--- src/rtl/rpec_pkg.sv ---
package rpec_pkg;
  typedef enum logic [1:0] {
    SEV_COR      = 2'd0,
    SEV_NONFATAL = 2'd1,
    SEV_FATAL    = 2'd2,
    SEV_RSVD     = 2'd3
  } sev_e;

  // Status bit positions (software decodes these)
  localparam int ST_COR  = 0;
  localparam int ST_MCOR = 1;
  localparam int ST_UNC  = 2;
  localparam int ST_MUNC = 3;
  localparam int ST_W    = 4;

  // Number of message classes (correctable, uncorrectable)
  localparam int N_CLASS = 2;
endpackage

--- src/rtl/rpec_flag_pair.sv ---
// One message class: first-received flag, multiple-received flag, source ID.
module rpec_flag_pair #(
  parameter int ID_W = 16
) (
  input  logic            clk,
  input  logic            rst,
  input  logic            hit_i,
  input  logic [ID_W-1:0] rid_i,
  input  logic            clr_first_i,
  input  logic            clr_multi_i,
  output logic            first_o,
  output logic            multi_o,
  output logic            pend_nx_o,
  output logic [ID_W-1:0] id_o
);
  logic            first_q, multi_q;
  logic            first_nx, multi_nx, cap;
  logic [ID_W-1:0] id_q;

  always_comb begin
    first_nx = first_q;
    multi_nx = multi_q;
    cap      = 1'b0;
    if (clr_first_i) first_nx = 1'b0;
    if (clr_multi_i) multi_nx = 1'b0;
    if (hit_i) begin
      first_nx = 1'b1;
      if (first_q && !clr_first_i) multi_nx = 1'b1;
      else                         cap      = 1'b1;
    end
  end

  always_ff @(posedge clk) begin
    if (rst) begin
      first_q <= 1'b0;
      multi_q <= 1'b0;
      id_q    <= '0;
    end else begin
      first_q <= first_nx;
      multi_q <= multi_nx;
      if (cap) id_q <= rid_i;
    end
  end

  assign first_o   = first_q;
  assign multi_o   = multi_q;
  assign id_o      = id_q;
  assign pend_nx_o = first_nx | multi_nx;

  a_r1_first_capture: assert property (@(posedge clk) disable iff (rst)
    hit_i && !first_q |=> first_q && (id_q == $past(rid_i)));
  a_r2_repeat_keeps_id: assert property (@(posedge clk) disable iff (rst)
    hit_i && first_q && !clr_first_i |=> multi_q && $stable(id_q));
  a_r6_set_beats_clear: assert property (@(posedge clk) disable iff (rst)
    hit_i && clr_first_i |=> first_q && (id_q == $past(rid_i)));
  a_r5_clear_applies: assert property (@(posedge clk) disable iff (rst)
    clr_first_i && !hit_i |=> !first_q);
  a_r5_untouched_holds: assert property (@(posedge clk) disable iff (rst)
    !clr_multi_i && !hit_i |=> multi_q == $past(multi_q));
endmodule

--- src/rtl/rpec_irq.sv ---
// Registered interrupt from the OR of the next-state pending terms.
module rpec_irq #(
  parameter int N = 2
) (
  input  logic         clk,
  input  logic         rst,
  input  logic [N-1:0] pend_nx_i,
  output logic         irq_o
);
  logic irq_q;
  always_ff @(posedge clk) begin
    if (rst) irq_q <= 1'b0;
    else     irq_q <= |pend_nx_i;
  end
  assign irq_o = irq_q;
endmodule

--- src/rtl/rpec_rdport.sv ---
// Registered read mux with one-cycle latency.
module rpec_rdport #(
  parameter int ADDR_W = 4,
  parameter int DATA_W = 32,
  parameter logic [ADDR_W-1:0] A_STAT = '0,
  parameter logic [ADDR_W-1:0] A_SRC  = 1
) (
  input  logic              clk,
  input  logic              rst,
  input  logic              rd_i,
  input  logic [ADDR_W-1:0] addr_i,
  input  logic [DATA_W-1:0] stat_i,
  input  logic [DATA_W-1:0] src_i,
  output logic [DATA_W-1:0] rdata_o,
  output logic              rvalid_o
);
  logic [DATA_W-1:0] rdata_q, mux;
  logic              rvalid_q;

  always_comb begin
    unique case (addr_i)
      A_STAT:  mux = stat_i;
      A_SRC:   mux = src_i;
      default: mux = '0;
    endcase
  end

  always_ff @(posedge clk) begin
    if (rst) begin
      rdata_q  <= '0;
      rvalid_q <= 1'b0;
    end else begin
      rvalid_q <= rd_i;
      rdata_q  <= rd_i ? mux : '0;
    end
  end

  assign rdata_o  = rdata_q;
  assign rvalid_o = rvalid_q;

  a_r8_read_latency: assert property (@(posedge clk) disable iff (rst)
    rd_i |=> rvalid_q);
  a_r8_idle_zero: assert property (@(posedge clk) disable iff (rst)
    !rvalid_q |-> rdata_q == '0);
endmodule

--- src/rtl/rp_err_collector.sv ---
module rp_err_collector
  import rpec_pkg::*;
#(
  parameter int ADDR_W = 4,
  parameter int ID_W   = 16
) (
  input  logic                clk,
  input  logic                rst,
  input  logic                msg_valid,
  input  logic [1:0]          msg_sev,
  input  logic [ID_W-1:0]     msg_rid,
  input  logic [ADDR_W-1:0]   bus_addr,
  input  logic                bus_wr,
  input  logic [2*ID_W-1:0]   bus_wdata,
  input  logic                bus_rd,
  output logic [2*ID_W-1:0]   bus_rdata,
  output logic                bus_rvalid,
  output logic                irq
);
  localparam int DATA_W = 2 * ID_W;
  localparam logic [ADDR_W-1:0] A_STAT = ADDR_W'(0);
  localparam logic [ADDR_W-1:0] A_SRC  = ADDR_W'(1);

  sev_e sev;
  logic [ST_W-1:0]    clr;
  logic [N_CLASS-1:0] hit, first, multi, pend_nx;
  logic [ID_W-1:0]    id [N_CLASS];
  logic [DATA_W-1:0]  stat_w, src_w;

  assign sev = sev_e'(msg_sev);
  assign clr = (bus_wr && bus_addr == A_STAT) ? ST_W'(bus_wdata) : '0;

  assign hit[0] = msg_valid && (sev == SEV_COR);
  assign hit[1] = msg_valid && (sev == SEV_NONFATAL || sev == SEV_FATAL);

  for (genvar c = 0; c < N_CLASS; c++) begin : g_class
    rpec_flag_pair #(.ID_W(ID_W)) u_flags (
      .clk         (clk),
      .rst         (rst),
      .hit_i       (hit[c]),
      .rid_i       (msg_rid),
      .clr_first_i (clr[2*c]),
      .clr_multi_i (clr[2*c+1]),
      .first_o     (first[c]),
      .multi_o     (multi[c]),
      .pend_nx_o   (pend_nx[c]),
      .id_o        (id[c])
    );
  end

  always_comb begin
    stat_w          = '0;
    stat_w[ST_COR]  = first[0];
    stat_w[ST_MCOR] = multi[0];
    stat_w[ST_UNC]  = first[1];
    stat_w[ST_MUNC] = multi[1];
  end
  assign src_w = {id[1], id[0]};

  rpec_irq #(.N(N_CLASS)) u_irq (
    .clk       (clk),
    .rst       (rst),
    .pend_nx_i (pend_nx),
    .irq_o     (irq)
  );

  rpec_rdport #(
    .ADDR_W (ADDR_W),
    .DATA_W (DATA_W),
    .A_STAT (A_STAT),
    .A_SRC  (A_SRC)
  ) u_rd (
    .clk      (clk),
    .rst      (rst),
    .rd_i     (bus_rd),
    .addr_i   (bus_addr),
    .stat_i   (stat_w),
    .src_i    (src_w),
    .rdata_o  (bus_rdata),
    .rvalid_o (bus_rvalid)
  );

  a_r7_irq_tracks_status: assert property (@(posedge clk) disable iff (rst)
    irq == (|{first, multi}));
  a_r4_rsvd_no_change: assert property (@(posedge clk) disable iff (rst)
    msg_valid && sev == SEV_RSVD && !bus_wr |=> $stable(first) && $stable(multi));
endmodule

--- config.mk ---
export PLATFORM = sky130hd
export DESIGN_NAME = rp_err_collector
export DESIGN_NICKNAME = d
export VERILOG_FILES = /design/src/rtl/rpec_pkg.sv /design/src/rtl/rpec_flag_pair.sv /design/src/rtl/rpec_irq.sv /design/src/rtl/rpec_rdport.sv /design/src/rtl/rp_err_collector.sv
export SDC_FILE = /design/constraint.sdc
export NUM_CORES = 1
export LEC_CHECK = 0
export BUFFER_PORTS_ARGS = -buffer_cell sky130_fd_sc_hd__buf_2
export CORE_MARGIN = 2
export CORE_UTILIZATION = 47
export CTS_BUF_LIST = sky130_fd_sc_hd__clkbuf_16
export DETAILED_ROUTE_END_ITERATION = 16
export PLACE_DENSITY = 0.77
export SYNTH_ARGS = -nofsm -noshare
export SYNTH_HDL_FRONTEND = slang
export SYNTH_SLANG_ARGS = --single-unit
export TNS_END_PERCENT = 5
--- constraint.sdc ---
create_clock -name clk -period 1.78 [get_ports clk]
set_input_delay 0 -clock clk [delete_from_list [all_inputs] [get_ports clk]]
set_output_delay 0 -clock clk [all_outputs]
set_load 0.01 [all_outputs]
# Word-level counts from Yosys, hierarchy flattened

Cells that the tools add are included.

Output and inout bits: 34
Input bits: 59
Bits in registers: 70
Word-level logic and storage cells: 43

Bitwise logic cells: 3
Multiplexer cells: 16
Reduce and logical (&&, ||, !) cells: 12
Equality and inequality tests: 3

Operators with widths:

| operator           | number |
|---|---|
| $pmux 32 s2        | 1 |
| $mux 1             | 14 |
| $logic_and 1x1->1  | 5 |
| $eq 4x1->1 const B | 1 |
| $logic_not 4->1    | 1 |
| $mux 4             | 1 |
| $reduce_or 2->1    | 2 |
| $eq 2x1->1 const B | 1 |
| $eq 2x2->1 const B | 1 |
| $logic_not 1->1    | 2 |
| $logic_not 2->1    | 1 |
| $or 1x1->1         | 2 |
| $logic_or 1x1->1   | 1 |
| $not 1->1          | 1 |

# Depth between registers and ports, before layout

Gate-level depths: netlist of run 1.

Depth after elaboration: 9
Mapped depth: 7
Depth with buffers taken out: 6

# By module

From an unflattened synthesis of run 1, not the netlist that was laid out.

Cells, all modules: 285
Area total of the unflattened synthesis: 3149.3 um^2

Modules (own cells, without submodules):

| module           | cells each | times used | seq. area each (um^2) | area an instance (um^2) |
|---|---|---|---|---|
| rpec_flag_pair   | 79         | 2          | 360.3                 | 812.0 |
| rpec_rdport      | 110        | 1          | 660.6                 | 1410.1 |
| rp_err_collector | 15         | 1          | 0.0                   | 85.1 |
| rpec_irq         | 2          | 1          | 20.0                  | 30.0 |

# Worst setup path after synthesis of run 1

Ideal clock, no wire load.

Path kind: input port to flip-flop
From: in bus_addr[3]
To: reg g_class[0].u_flags.id_q[10]
Setup time: 0.128 ns
Required time: 1.652 ns
Stages: 5
Buffers on the path: 1
Data arrival time: 1.246 ns
Slack: 0.406 ns
Path through: or4_4 o22ai_4 buf_6 mux2i_1 nor2_1

Cells in the longest elaborated chain, start to end: 7

RTL lines:

| element                | line                   | source |
|---|---|---|
| start: declaration     | rp_err_collector.sv:12 | `input logic [ADDR_W-1:0] bus_addr,` |
| $logic_not 4->1        | rp_err_collector.sv:31 | `assign clr = (bus_wr && bus_addr == A_STAT) ? ST_W'(bus_wdata) : '0;` |
| $logic_and 1x1->1      | rp_err_collector.sv:31 |  |
| $mux 4                 | rp_err_collector.sv:31 |  |
| $logic_not 1->1        | rpec_flag_pair.sv:28   | `if (first_q && !clr_first_i) multi_nx = 1'b1;` |
| $logic_and 1x1->1      | rpec_flag_pair.sv:28   |  |
| $mux 1                 | rpec_flag_pair.sv:28   |  |
| $mux 1                 | rpec_flag_pair.sv:26   | `if (hit_i) begin` |
| end signal: assignment | rpec_flag_pair.sv:41   | `if (cap) id_q <= rid_i;` |
| end: declaration       | rpec_flag_pair.sv:18   | `logic [ID_W-1:0] id_q;` |

No other way between the ends.
A chain may end at the register's enable or synchronous reset.

# Final worst setup path of run 1

From: in msg_valid
To: reg g_class[1].u_flags.id_q[8]

Cells in the longest elaborated chain, start to end: 2

RTL lines:

| element                | line                   | source |
|---|---|---|
| start: declaration     | rp_err_collector.sv:9  | `input logic msg_valid,` |
| $logic_and 1x1->1      | rp_err_collector.sv:34 | `assign hit[1] = msg_valid && (sev == SEV_NONFATAL \|\| sev == SEV_FATAL);` |
| $mux 1                 | rpec_flag_pair.sv:26   |  |
| end signal: assignment | rpec_flag_pair.sv:41   |  |
| end: declaration       | rpec_flag_pair.sv:18   |  |

No other way between the ends.

==> impl_metrics.env, run 1 <==
export IMPL_outcome="complete, no violations"
export IMPL_drc=0
export IMPL_final_hold_viol_count=0
export IMPL_post_route_period_util_pct=75.4
export IMPL_gp_congestion=0.850
export IMPL_port_buffers=64
export IMPL_cts_buffers=9
export IMPL_worstSetupEndpointType="flop"
export IMPL_wl_per_cell_um=12.5
export IMPL_grt_pass1_vias=1712
export IMPL_fin_hold_ws_ns=0.0421
export IMPL_totalWireLength_mm=4.64
export IMPL_rsz0062_at_grt="no"
export IMPL_grt_pass1_wl_mm=7.68
export IMPL_synthAdderAreaFrac_pct=0.531
export IMPL_path_class="in -> reg"
export IMPL_rows=25
export IMPL_hold_class="in -> reg"
export IMPL_synth_area_um2=2350
export IMPL_ant_nets=0
export IMPL_synth_warnings=0
export IMPL_clk_latency_ns=0.32
export IMPL_synth_xor_area_share_pct=0
export IMPL_worstSetupStartpointType="primary input"
export IMPL_maxCapViolCount=0
export IMPL_tightest_slew_ns=0.373
export IMPL_crit_fanout=16
export IMPL_fin_tns_setup_ns=0
export IMPL_clock_root_buffer="clkbuf_16"
export IMPL_ys_seq_area_share_pct=59.5
export IMPL_drt_initial_drc_count=106
export IMPL_dpl_cell_count=338
export IMPL_powerDensity_nw_per_um2=1140
export IMPL_hpwl_mm=2.99
export IMPL_critPathRequiredTime_ns=1.97
export IMPL_num_io_pins=93
export IMPL_syn_area_per_cell_um2=11.0
export IMPL_synth_top_family_by_area="simple AND/OR/NAND/NOR gates"
export IMPL_layoutNonFillerInstCount=371
export IMPL_die_x_um=74.8
export IMPL_placed_area_um2=2740
export IMPL_cts_setup_buffers=0
export IMPL_ir_drop_mv=0.594
export IMPL_final_core_util_pct=67.3
export IMPL_h_tree_depth=3
export IMPL_cts_buffer_depth=2
export IMPL_drv_slew=0
export IMPL_core_um2=4790
export IMPL_setup_viol=0
export IMPL_area_growth_pct=36.7
export IMPL_vias=1758
export IMPL_fmax_mhz=745
export IMPL_grt_max_degree=38
export IMPL_cts_tree="done"
export IMPL_ys_ff_latch=70
export IMPL_final_cell_area_um2=3220
export IMPL_leakagePower_nw=1.53
export IMPL_synth_compound_area_share_pct=5.15
export IMPL_layout_drive_gt1_share_pct=28.6
export IMPL_grtUsageTotal_pct=18.3
export IMPL_vias_per_cell=4.74
export IMPL_clkSinkCount=70
export IMPL_first_pass_iters=4
export IMPL_max_slew_margin_rel_pct=75.2
export IMPL_period_minus_slack_ns=1.34
export IMPL_fin_nets=359
export IMPL_cp_arrival_ns=1.53
export IMPL_initial_core_util_pct=49.2
export IMPL_chipHeight_um=74.8
export IMPL_grt_ovfl_total=0
export IMPL_n_antenna_cell=0
export IMPL_fin_skew_ns=0.00381
export IMPL_clk_pin_slew_ns=0.05
export IMPL_synth_simple_gate_area_share_pct=16.5
export IMPL_dieArea_um2=5590
export IMPL_syn_inst=214
export IMPL_synth_nets=274
export IMPL_synth_mux_area_share_pct=13.6
export IMPL_antenna_found_initial=0
export IMPL_ys_types=22
[cell usage after synthesis (all sizes together)]
master / n / area, µm²
or4: 1 / 11.3
nand2: 4 / 15.0
nor2: 38 / 143
ha: 1 / 12.5
buf: 2 / 22.5
a22oi: 4 / 30.0
nand4: 2 / 12.5
mux2i: 32 / 320
a31oi: 2 / 12.5
nand3: 2 / 10.0
dfxtp: 70 / 1400
a21oi: 4 / 20.0
bufbuf: 1 / 32.5
nand2b: 1 / 6.26
and3: 28 / 175
nor4: 1 / 6.26
nor4b: 1 / 8.76
o21ai: 2 / 10.0
clkbuf: 10 / 37.5
o22ai: 2 / 40.0
a41oi: 1 / 8.76
inv: 5 / 18.8
[layer usage]
layer  routed length (µm)  vias to the layer above  GRT usage (%)  share of wire, %
met5                    0                        -              0                 0
met4                   80                        0           9.52               1.7
met3                  156                        7           3.61               3.4
met2                 2280                       40           30.7                49
met1                 2120                      805           22.3                46
li1                     -                      906              -                 -
[state kept, by name, indices dropped and copies added, names as in the netlist]
name,flops
g_class.u_flags.multi_o,2
u_rd.rvalid_o,1
g_class.u_flags.id_o,32
g_class.u_flags.first_o,2
u_irq.irq_o,1
u_rd.rdata_o,32
[stage by stage]
step           total power, mW  setup WS (ns)
5_1_grt                   3.82          0.291
3_5_place_dp              1.89          0.294
2_1_floorplan             1.81          0.406
3_3_place_gp              1.88          0.343
6_report                  3.68          0.438
4_1_cts                   3.71          0.427
[report_power, final]
part	internal [mW]	total, mW	switching, mW	leakage [nW]
registers	1.61	1.63	0.0211	0.568
clock network	1.20	1.80	0.595	0.159
logic	0.127	0.251	0.124	0.799
[cells in the final DEF, fill, tap and decap left out, types with 2 or more instances in the layout]
master,instances
o22ai_4,2
inv_1,7
dlygate4sd3_1,17
buf_2,64
a21oi_1,4
a31oi_1,2
a22oi_1,4
clkinv_2,2
mux2i_1,32
buf_12,2
nor2_1,38
nand3_1,2
bufinv_16,2
nand2_1,4
o21ai_0,2
buf_4,4
and3_1,28
clkbuf_16,9
nand4_1,2
dfxtp_1,70
[worst paths after layout]
path / start / end / slack (ns) / cells after the start
setup / recovery: msg_valid / g_class[1].u_flags.id_o[8]$_SDFFE_PP0P_ / 0.44 / 7
hold / removal: bus_wdata[2] / g_class[1].u_flags.multi_o$_SDFF_PP0_ / 0.04 / 4
setup reg to reg: g_class[1].u_flags.first_o$_SDFF_PP0_ / g_class[1].u_flags.id_o[8]$_SDFFE_PP0P_ / 0.61 / 4
hold reg to reg: g_class[0].u_flags.id_o[7]$_SDFFE_PP0P_ / u_rd.rdata_o[7]$_SDFF_PP0_ / 0.47 / 1
[cell families after synthesis]
logic type / Yosys count
AND/OR/NAND/NOR: 78
flip-flops: 70
multiplexers: 32
buffers and inverters: 18
AO/OA/AOI/OAI: 15
adder cells (fa/ha/maj): 1
[worst max-delay path, stage by stage]
cell           delay, ns
dlygate4sd3_1       0.52
buf_2               0.17
nand4_1             0.18
o22ai_4             0.19
buf_12              0.20
mux2i_1             0.21
nor2_1              0.06
[what timing repair did]
action,4_1_cts,5_1_grt
hold buffers,17,0
hold endpoints to repair,34,0
gates resized for setup,0,0
[layout make-up]
type,instances,area [µm²]
Fill cell,381,1570
Sequential cell,70,1400
Multi-Input combinational cell,126,848
Timing Repair Buffer,87,561
Clock buffer,9,225
Tap cell,67,83.8
Clock inverter,7,81.3
Inverter,5,18.8
No activity file was read; power rests on OpenSTA's default activity.
==> inputs of run 2 (changes only) <==
--- a/config.mk
+++ b/config.mk
@@ -7,10 +7,10 @@
 export LEC_CHECK = 0
 export BUFFER_PORTS_ARGS = -buffer_cell sky130_fd_sc_hd__buf_2
 export CORE_MARGIN = 2
-export CORE_UTILIZATION = 47
+export CORE_UTILIZATION = 43
 export CTS_BUF_LIST = sky130_fd_sc_hd__clkbuf_16
 export DETAILED_ROUTE_END_ITERATION = 16
-export PLACE_DENSITY = 0.77
+export PLACE_DENSITY = 0.74
 export SYNTH_ARGS = -nofsm -noshare
 export SYNTH_HDL_FRONTEND = slang
 export SYNTH_SLANG_ARGS = --single-unit
==> constraint.sdc (replaced) <==
create_clock -name clk -period 1.1 [get_ports clk]
set_input_delay 0 -clock clk [delete_from_list [all_inputs] [get_ports clk]]
set_output_delay 0 -clock clk [all_outputs]
set_load 0.01 [all_outputs]
==> run 2 against run 1 <==
Effect of this change: the run now ends with negative setup slack left; flip-flop and latch count unchanged; die area up 8.8%; core utilization is 3.6 points lower; first-iteration DRC count grew 10%; combinational power grew 74%; via count up 1.6%; non-clock buffer count increased by 10; sequential share of layout area shrank 1.2 points; global-route usage down 1.6 points.
==> impl_metrics.env, run 2 (synthesis gave the netlist of run 1 again) <==
export IMPL_crit_start="g_class[1].u_flags.first_o$_SDFF_PP0_"
export IMPL_powerDensity_nw_per_um2=1810
export IMPL_crit_cells=4
export IMPL_final_core_util_pct=63.7
export IMPL_timing_final_ws_setup_ns=-0.0163
export IMPL_crit_path_end="g_class[1].u_flags.id_o[13]$_SDFFE_PP0P_"
export IMPL_grtUsageMet3_pct=4.53
export IMPL_r2r_start="g_class[1].u_flags.first_o$_SDFF_PP0_"
export IMPL_die_x_um=78
export IMPL_grt_pass1_vias=1714
export IMPL_layout_commonest_cell="dfxtp_1"
export IMPL_reg2reg_slack_ns=-0.02
export IMPL_n_antenna_cell=0
export IMPL_grt_pass1_wl_mm=7.91
export IMPL_drv_slew=0
export IMPL_wl_per_cell_um=12.5
export IMPL_grt_max_degree=38
export IMPL_ir_drop_mv=1.10
export IMPL_critPathMaxStageDelay_ns=0.34
export IMPL_max_slew_margin_rel_pct=75.6
export IMPL_seq_area_um2=1400
export IMPL_cts_buffer_depth=2
export IMPL_totalWireLength_mm=4.79
export IMPL_rows=26
export IMPL_rsz0062_at_grt="yes"
export IMPL_crit_path_cell_trace="o22ai_4 > buf_12 > mux2i_1 > nor2_1"
export IMPL_violations="negative setup slack"
export IMPL_antenna_found_initial=0
export IMPL_tightest_slew_ns=0.366
export IMPL_gr_usage_met2_pct=26.9
export IMPL_fin_skew_ns=0.00413
export IMPL_clkSinkCount=70
export IMPL_initial_core_util_pct=45.2
export IMPL_area_growth_pct=40.7
export IMPL_grt_ovfl_total=0
export IMPL_port_buffers=64
export IMPL_post_route_period_util_pct=101
export IMPL_grt_use_met1_pct=20.8
export IMPL_outcome="complete, but fails checks"
export IMPL_path_class="reg -> reg"
export IMPL_fmax_mhz=896
export IMPL_core_um2=5200
export IMPL_power_total_mw=6.00
export IMPL_drc=0
export IMPL_multi_input_area_um2=855
export IMPL_vias_per_cell=4.65
export IMPL_dieArea_um2=6080
export IMPL_cp_arrival_ns=1.31
export IMPL_clk_pin_slew_ns=0.05
export IMPL_hpwl_mm=3.11
export IMPL_n_fill_cell=408
export IMPL_cp_top_family="flip-flops"
export IMPL_grt_busiest_layer="met2"
export IMPL_r2r_cells=4
export IMPL_place_ws_ns=-0.321
export IMPL_hold_depth=3
export IMPL_rr_endpoint="g_class[1].u_flags.id_o[13]$_SDFFE_PP0P_"
export IMPL_crit_fanout=16
export IMPL_final_hold_viol_count=0
export IMPL_fin_hold_ws_ns=0.0391
export IMPL_final_cell_mix="dfxtp_1 (68), buf_2 (63), nor2_1 (38)"
export IMPL_cts_tree="done"
export IMPL_worstSetupStartpointType="flop"
export IMPL_clk_latency_ns=0.32
export IMPL_hold_class="in -> reg"
export IMPL_first_pass_iters=4
export IMPL_clock_root_buffer="clkbuf_16"
export IMPL_vias=1786
export IMPL_crit_slowest_cell="dfxtp_2"
export IMPL_h_tree_depth=3
export IMPL_crit_buf_inv=1
export IMPL_fin_nets=369
export IMPL_cts_buffers=9
export IMPL_worstSetupEndpointType="flop"
export IMPL_drt_initial_drc_count=117
export IMPL_grtUsageTotal_pct=16.7
export IMPL_gp_congestion=0.763
export IMPL_chipHeight_um=78
export IMPL_maxCapViolCount=0
export IMPL_layout_drive_gt1_share_pct=31.8
export IMPL_setup_viol=3
export IMPL_ant_nets=0
export IMPL_num_io_pins=93
export IMPL_period_minus_slack_ns=1.12
export IMPL_leakagePower_nw=1.58
export IMPL_critPathRequiredTime_ns=1.30
run 2: worst min path at each step:
| stage | start | to |
|---|---|---|
| 6_report | msg_valid | g_class[1].u_flags.first_o$_SDFF_PP0_ |
| 5_1_grt | msg_valid | g_class[1].u_flags.first_o$_SDFF_PP0_ |
| 4_1_cts | msg_valid | g_class[1].u_flags.first_o$_SDFF_PP0_ |
| 3_5_place_dp | msg_rid[8] | g_class[0].u_flags.id_o[8]$_SDFFE_PP0P_ |
| 3_3_place_gp | msg_rid[5] | g_class[1].u_flags.id_o[5]$_SDFFE_PP0P_ |
| 2_1_floorplan | msg_rid[10] | g_class[0].u_flags.id_o[10]$_SDFFE_PP0P_ |
run 2: where the power goes:
| group | internal [mW] | switching [mW] | total [mW] |
|---|---|---|---|
| Combinational | 0.232 | 0.206 | 0.437 |
| Sequential | 2.61 | 0.0357 | 2.65 |
| Clock | 1.95 | 0.967 | 2.91 |
run 2: worst min-delay path: cells and delay by family:
kind	cells	cell delay (ns)
buf+inv	1	0.14
simple gates	1	0.08
compound gates	1	0.10
run 2: what timing repair did:
item | 4_1_cts | 5_1_grt
hold buffers | 17 | 0
endpoints found under the hold margin | 34 | 0
gates resized for setup | 2 | 2
setup buffers | 0 | 0
pin swaps | 1 | 0
setup endpoints to repair | 23 | 26
run 2: through the flow:
| stage | cell area (µm²) | setup TNS, ns | std cells |
|---|---|---|---|
| 2_1_floorplan | 2350 | -6.77 | 214 |
| 4_1_cts | 3300 | -0.0371 | 384 |
| 5_1_grt | 3310 | -0.997 | 384 |
| 3_3_place_gp | 2820 | -9.55 | 351 |
| 3_5_place_dp | 2820 | -10.37 | 351 |
| 6_report | 3310 | -0.0312 | 384 |
run 2: final cells by class:
type,count,area share (%)
clock buffer,9,6.80
clock inverter,7,2.45
inverter,5,0.566
multi-input combinational,126,25.8
sequential,70,42.4
tap,70,2.64
timing repair buffer,97,19.4
run 2: metal layers:
metal / wire length (µm) / up-vias
met5: 0 / -
met1: 2140 / 806
met4: 69 / 0
met3: 218 / 7
li1: - / 924
met2: 2370 / 49
